### src/rtl/hic_pkg.sv
`timescale 1ns/1ps
package hic_pkg;

    typedef enum logic [1:0] {
        ST_RUN    = 2'd0,
        ST_HICCUP = 2'd1,
        ST_OFF    = 2'd2
    } hic_state_e;

endpackage

### src/rtl/hic_trip_window.sv
`timescale 1ns/1ps
module hic_trip_window (
    input  logic clk,
    input  logic rst_n,
    input  logic cyc_tick_i,
    input  logic trip_i,
    input  logic inhibit_i,
    output logic window_o
);

    logic win_q;

    // inhibit closes, trip opens (even on a tick clock), tick closes
    always_ff @(posedge clk) begin
        if (!rst_n)         win_q <= 1'b0;
        else if (inhibit_i) win_q <= 1'b0;
        else if (trip_i)    win_q <= 1'b1;
        else if (cyc_tick_i) win_q <= 1'b0;
    end

    assign window_o = win_q;

    assert_window_open_R1: assert property (@(posedge clk) disable iff (!rst_n)
        (trip_i && !inhibit_i) |=> window_o);

    assert_window_shut_R5: assert property (@(posedge clk) disable iff (!rst_n)
        inhibit_i |=> !window_o);

endmodule

### src/rtl/hic_integrator.sv
`timescale 1ns/1ps
module hic_integrator #(
    parameter int ACC_W  = 16,
    parameter int LEAK_W = 16
) (
    input  logic              clk,
    input  logic              rst_n,
    input  logic              charge_i,
    input  logic [LEAK_W-1:0] cfg_leak_div_i,
    output logic [ACC_W-1:0]  acc_o
);

    localparam logic [ACC_W-1:0] ACC_MAX = {ACC_W{1'b1}};
    localparam logic [ACC_W-1:0] ACC_ONE = {{(ACC_W-1){1'b0}}, 1'b1};
    localparam logic [LEAK_W-1:0] LEAK_ONE = {{(LEAK_W-1){1'b0}}, 1'b1};

    logic [LEAK_W-1:0] leak_cnt_q;
    logic              leak_pulse;
    logic [ACC_W-1:0]  acc_q;
    logic              inc, dec;

    assign leak_pulse = (leak_cnt_q == cfg_leak_div_i);

    always_ff @(posedge clk) begin
        if (!rst_n)          leak_cnt_q <= '0;
        else if (leak_pulse) leak_cnt_q <= '0;
        else                 leak_cnt_q <= leak_cnt_q + LEAK_ONE;
    end

    assign inc = charge_i && (acc_q != ACC_MAX);
    assign dec = leak_pulse && (acc_q != '0);

    always_ff @(posedge clk) begin
        if (!rst_n)            acc_q <= '0;
        else if (inc && !dec)  acc_q <= acc_q + ACC_ONE;
        else if (dec && !inc)  acc_q <= acc_q - ACC_ONE;
    end

    assign acc_o = acc_q;

    assert_no_overflow_R3: assert property (@(posedge clk) disable iff (!rst_n)
        (acc_o == ACC_MAX) |=> (acc_o != '0));

    assert_no_underflow_R3: assert property (@(posedge clk) disable iff (!rst_n)
        (acc_o == '0) |=> (acc_o != ACC_MAX));

    assert_leak_only_down_R3: assert property (@(posedge clk) disable iff (!rst_n)
        !charge_i |=> (acc_o <= $past(acc_o)));

endmodule

### src/rtl/hic_softstart.sv
`timescale 1ns/1ps
module hic_softstart #(
    parameter int SS_W    = 8,
    parameter int SSDIV_W = 8
) (
    input  logic               clk,
    input  logic               rst_n,
    input  logic               cyc_tick_i,
    input  logic               inhibit_i,
    input  logic [SSDIV_W-1:0] cfg_div_i,
    output logic [SS_W-1:0]    level_o
);

    localparam logic [SS_W-1:0]    LVL_MAX = {SS_W{1'b1}};
    localparam logic [SS_W-1:0]    LVL_ONE = {{(SS_W-1){1'b0}}, 1'b1};
    localparam logic [SSDIV_W-1:0] DIV_ONE = {{(SSDIV_W-1){1'b0}}, 1'b1};

    logic [SSDIV_W-1:0] tick_cnt_q;
    logic [SS_W-1:0]    level_q;

    always_ff @(posedge clk) begin
        if (!rst_n || inhibit_i) begin
            tick_cnt_q <= '0;
            level_q    <= '0;
        end else if (cyc_tick_i) begin
            if (tick_cnt_q == cfg_div_i) begin
                tick_cnt_q <= '0;
                if (level_q != LVL_MAX) level_q <= level_q + LVL_ONE;
            end else begin
                tick_cnt_q <= tick_cnt_q + DIV_ONE;
            end
        end
    end

    assign level_o = level_q;

    assert_ss_cleared_R9: assert property (@(posedge clk) disable iff (!rst_n)
        inhibit_i |=> (level_o == '0));

    assert_ss_single_step_R7: assert property (@(posedge clk) disable iff (!rst_n)
        !inhibit_i |=> ((level_o == $past(level_o)) || (level_o == $past(level_o) + LVL_ONE)));

endmodule

### src/rtl/hic_fault_timer.sv
`timescale 1ns/1ps
module hic_fault_timer
    import hic_pkg::*;
#(
    parameter int ACC_W   = 16,
    parameter int LEAK_W  = 16,
    parameter int SS_W    = 8,
    parameter int SSDIV_W = 8
) (
    input  logic               clk,
    input  logic               rst_n,
    input  logic               cyc_tick,
    input  logic               ilim_trip,
    input  logic               shutdown_req,
    input  logic               clr_fault_seen,
    input  logic [ACC_W-1:0]   cfg_trip_level,
    input  logic [ACC_W-1:0]   cfg_restart_level,
    input  logic [LEAK_W-1:0]  cfg_leak_div,
    input  logic [SSDIV_W-1:0] cfg_ss_div,
    input  logic [SS_W-1:0]    demand,
    output logic               out_inhibit,
    output logic [SS_W-1:0]    drive_limited,
    output logic [SS_W-1:0]    ss_level,
    output logic [ACC_W-1:0]   fault_level,
    output logic               fault_active,
    output logic               fault_seen
);

    hic_state_e       state_q, state_d;
    logic             inhibit;
    logic             window, charge;
    logic [ACC_W-1:0] acc;
    logic [SS_W-1:0]  level;
    logic             seen_q;
    logic             enter_hiccup;

    hic_trip_window u_window (
        .clk        (clk),
        .rst_n      (rst_n),
        .cyc_tick_i (cyc_tick),
        .trip_i     (ilim_trip),
        .inhibit_i  (inhibit),
        .window_o   (window)
    );

    assign charge = window && !inhibit;

    hic_integrator #(.ACC_W(ACC_W), .LEAK_W(LEAK_W)) u_integrator (
        .clk            (clk),
        .rst_n          (rst_n),
        .charge_i       (charge),
        .cfg_leak_div_i (cfg_leak_div),
        .acc_o          (acc)
    );

    hic_softstart #(.SS_W(SS_W), .SSDIV_W(SSDIV_W)) u_softstart (
        .clk        (clk),
        .rst_n      (rst_n),
        .cyc_tick_i (cyc_tick),
        .inhibit_i  (inhibit),
        .cfg_div_i  (cfg_ss_div),
        .level_o    (level)
    );

    // state register
    always_ff @(posedge clk) begin
        if (!rst_n) state_q <= ST_RUN;
        else        state_q <= state_d;
    end

    // transitions: stop has priority, then trip / recover / release
    always_comb begin
        state_d = state_q;
        unique case (state_q)
            ST_RUN: begin
                if (shutdown_req)               state_d = ST_OFF;
                else if (acc >= cfg_trip_level) state_d = ST_HICCUP;
            end
            ST_HICCUP: begin
                if (shutdown_req)                  state_d = ST_OFF;
                else if (acc <= cfg_restart_level) state_d = ST_RUN;
            end
            ST_OFF: begin
                if (!shutdown_req) state_d = ST_RUN;
            end
            default: state_d = ST_RUN;
        endcase
    end

    // outputs decoded from the state register
    always_comb begin
        inhibit       = (state_q != ST_RUN);
        fault_active  = (state_q == ST_HICCUP);
        drive_limited = (demand < level) ? demand : level;
    end

    assign enter_hiccup = (state_q != ST_HICCUP) && (state_d == ST_HICCUP);

    always_ff @(posedge clk) begin
        if (!rst_n)              seen_q <= 1'b0;
        else if (enter_hiccup)   seen_q <= 1'b1;
        else if (clr_fault_seen) seen_q <= 1'b0;
    end

    assign out_inhibit = inhibit;
    assign ss_level    = level;
    assign fault_level = acc;
    assign fault_seen  = seen_q;

    assert_enter_hiccup_R4: assert property (@(posedge clk) disable iff (!rst_n)
        (state_q == ST_RUN && !shutdown_req && fault_level >= cfg_trip_level)
        |=> (out_inhibit && fault_active));

    assert_no_charge_R5: assert property (@(posedge clk) disable iff (!rst_n)
        out_inhibit |=> (fault_level <= $past(fault_level)));

    assert_hold_hiccup_R6: assert property (@(posedge clk) disable iff (!rst_n)
        (fault_active && !shutdown_req && fault_level > cfg_restart_level) |=> fault_active);

    assert_clamp_R8: assert property (@(posedge clk) disable iff (!rst_n)
        (drive_limited <= demand) && (drive_limited <= ss_level));

    assert_shutdown_R9: assert property (@(posedge clk) disable iff (!rst_n)
        shutdown_req |=> (out_inhibit && !fault_active));

    assert_sticky_set_R10: assert property (@(posedge clk) disable iff (!rst_n)
        $rose(fault_active) |-> fault_seen);

endmodule

### config.mk
export PLATFORM = sky130hd
export DESIGN_NAME = hic_fault_timer
export DESIGN_NICKNAME = d
export VERILOG_FILES = /design/src/rtl/hic_pkg.sv /design/src/rtl/hic_trip_window.sv /design/src/rtl/hic_integrator.sv /design/src/rtl/hic_softstart.sv /design/src/rtl/hic_fault_timer.sv
export SDC_FILE = /design/constraint.sdc
export NUM_CORES = 1
export LEC_CHECK = 0
export ABC_AREA = 1
export BUFFER_PORTS_ARGS = -buffer_cell sky130_fd_sc_hd__buf_4
export CAP_MARGIN = 15
export CORE_UTILIZATION = 55
export DETAILED_ROUTE_END_ITERATION = 12
export GPL_ROUTABILITY_DRIVEN = 0
export MAX_ROUTING_LAYER = met4
export PLACE_DENSITY_LB_ADDON = 0.15
export SLEW_MARGIN = 10
export SYNTH_ARGS = -nofsm -noshare
export SYNTH_HDL_FRONTEND = slang
export SYNTH_SLANG_ARGS = --single-unit
### constraint.sdc
create_clock -name clk -period 7.8 [get_ports clk]
set_clock_uncertainty 0.05 [all_clocks]
set_input_delay 1.56 -clock clk [delete_from_list [all_inputs] [get_ports clk]]
set_output_delay 1.56 -clock clk [all_outputs]
set_load 0.01 [all_outputs]
==> metrics.txt <==
Via density 5.21; CP peak stage delay between 500 and 600 ps; Total GRT Usage 0.269; endpoints failing hold 0; Iter 0 DRT Violations 209; antenna viol nets, final 0; Power Density between 100 and 150 nW/um^2; Seq/Total Area, Yosys 0.228; Yosys cell types 43; DIE WIDTH about 93 um; Synth Net Count 811; Mapped Area 4560 sq um; Critical Path Sink Type primary output; wire per inst 12.5 um; most common library cell in the layout ignoring fill and taps nand2_1; via count 4629; Seq. cell area 1040 sq um; RSZ-0062 raised after global routing false; fraction of layout cells with a size suffix above 1 0.167; Final Critical Period 4560 ps; number of global-route vias before repair 4343; DR pass1 iterations 8; fillers 653; slew margin rel. 0.607; Multi-input gate area 3020 sq um; Max Slew Vio Count 0; CTS Buf Count 5; startpoint types input port; CTS tree yes; ant diodes 0; most frequent cells in the layout 136 x nand2_1, 117 x inv_1, 104 x buf_4; period utilisation layout 0.584; Area Growth Syn to Fin 21.3%; highest clock rate 219 MHz; initial antenna violation count 0; worst-path fanout max 16; row cnt 32; status completed; Final TNS setup 0 ps; initial core utilization 0.578; Worst EP arrival a little under 3000 ps; clock-pin slew on the worst setup and hold paths ~100 ps; leakage power 2.85 nW; peak supply drop slightly above 0.08 mV; # H-tree levels 2; worst path cell trace buf_4 -> ha_1 -> nand2_1 -> o211ai_2 -> nor2_1 -> a21oi_1 -> buf_4; hold_buf cts 0; first-pass GRT wire length between 15000 and 20000 um; Setup Buffers After CTS 0; # nets final 913; DIE AREA 8660 sq um; Die Y approximately 93 um; Yosys reg bits 52; core area 7890 sq um; Mapped Avg Cell Area 6.67 sq um; Residual DRC 0; largest buffer count on any clock path 2; GRT Residual Overflow 0; Mapped Cells 683; largest net degree at the start of global routing 20; worst-margin pin slew 588 ps; clock tree root driver cell clkbuf_8; critical path type in -> out; # IOs 105; final wirelength 11100 um; max cap viols 0; later-pin clock latency in the skew report 310 ps; PortBufs 104; worst path required time 6190 ps; Worst path slowest cell o211ai_2; Post-DP HPWL 8820 um; post-cts sizing count 0; Worst Hold Class reg -> reg; Sink Count 52; final cell count without fillers 888; CP delay by family, top compound AO/OA/AOI/OAI gates; placed insts ~900; most frequent CP cell buf_4; Worst Path Buf+Inv 2; total of warnings raised by yosys 0; Final setup violation count 0; r2r setup slk 4460 ps
==> per-layer routing <==
metal	track usage	vias to the layer above	routed length, um
li1	-	2410	-
met1	0.329	2069	5110
met2	0.464	132	5240
met3	0.0341	18	546
met4	0.0782	0	182
met5	-	-	0
==> registers in the layout, indices dropped and copies added (netlist names) <==
| register | cells |
|---|---|
| u_softstart.tick_cnt_q | 8 |
| state_q | 2 |
| u_softstart.level_o | 8 |
| u_window.window_o | 1 |
| u_integrator.leak_cnt_q | 16 |
| u_integrator.acc_o | 16 |
| fault_seen | 1 |
==> synth_stat cells, drive strengths merged <==
| cell type | number | area [sq um] |
|---|---|---|
| nand2 | 140 | 559 |
| inv | 119 | 447 |
| nor2 | 79 | 317 |
| a21oi | 61 | 309 |
| ha | 57 | 713 |
| dfxtp | 52 | 1040 |
| nand3 | 42 | 233 |
| nand4 | 23 | 144 |
| o21ai | 23 | 115 |
| xor2 | 23 | 201 |
| xnor2 | 21 | 184 |
| nor3 | 13 | 75.1 |
| buf | 5 | 33.8 |
| clkbuf | 4 | 15.0 |
| o21bai | 4 | 30.0 |
| or2 | 4 | 25.0 |
| nor4 | 3 | 25.0 |
| a211oi | 1 | 7.51 |
| a21boi | 1 | 7.51 |
| a21o | 1 | 7.51 |
| and2 | 1 | 8.76 |
| clkinv | 1 | 3.75 |
| fa | 1 | 20.0 |
| nand3b | 1 | 7.51 |
| o2111ai | 1 | 8.76 |
| o211ai | 1 | 12.5 |
| o21a | 1 | 7.51 |
==> worst paths after layout <==
check | endpoint | depth (start not counted) | from
worst min-delay path | state_q[1] | 1 | state_q[0]
worst min register to register | state_q[1] | 1 | state_q[0]
worst max-delay path | drive_limited[7] | 7 | demand[7]
worst max register to register | u_integrator.acc_o[8] | 18 | u_integrator.leak_cnt_q[9]
==> per-stage QoR <==
step / total power, mW / hold WS, ps / utilization / worst slack, ps / area (sq um)
final: 0.748 / 423 / 0.701 / 3240 / 5530
after global routing: 0.797 / 455 / 0.701 / 3050 / 5530
after detailed placement: 0.556 / 414 / 0.687 / 3240 / 5420
after global placement: 0.547 / 399 / 0.687 / 3340 / 5420
after floorplan: 0.467 / 386 / - / 3540 / 4560
after CTS: 0.748 / 422 / 0.701 / 3250 / 5530
==> worst reg2reg max path, delay by kind of cell, from the launching register on <==
kind | cells | cell delay, ps
DFF | 1 | 520
buffers and inverters | 2 | 470
AOI/OAI and AO/OA | 4 | 660
xor gates and xnor gates | 1 | 160
adders and majority gates | 2 | 610
and+or+nand+nor | 9 | 760
==> where the power goes <==
| part | switching (mW) | internal (mW) | total [mW] | leakage (nW) |
|---|---|---|---|---|
| clock network | 0.0972 | 0.0972 | 0.194 | 0.0558 |
| registers | 0.0205 | 0.275 | 0.296 | 0.423 |
| logic | 0.145 | 0.113 | 0.257 | 2.37 |
| total | 0.262 | 0.485 | 0.748 | 2.85 |
==> area by class of cell <==
type / instances / share of cell area
Multi-Input combinational cell: 502 / 0.546
Sequential cell: 52 / 0.188
Timing Repair Buffer: 104 / 0.141
Inverter: 120 / 0.0815
Tap cell: 102 / 0.0231
Clock buffer: 6 / 0.0131
Clock inverter: 2 / 0.00702
==> logic make-up (layout without fill, tap and decap cells) <==
| group | after synthesis | count (layout) | synth area share |
|---|---|---|---|
| AOI/OAI and AO/OA | 94 | 94 | 0.111 |
| adders and majority gates | 58 | 58 | 0.161 |
| and+or+nand+nor | 306 | 306 | 0.306 |
| xor gates and xnor gates | 44 | 44 | 0.0845 |
| DFF | 52 | 52 | 0.228 |
| buffers and inverters | 129 | 232 | 0.110 |
(Power assumes the default switching activity.)
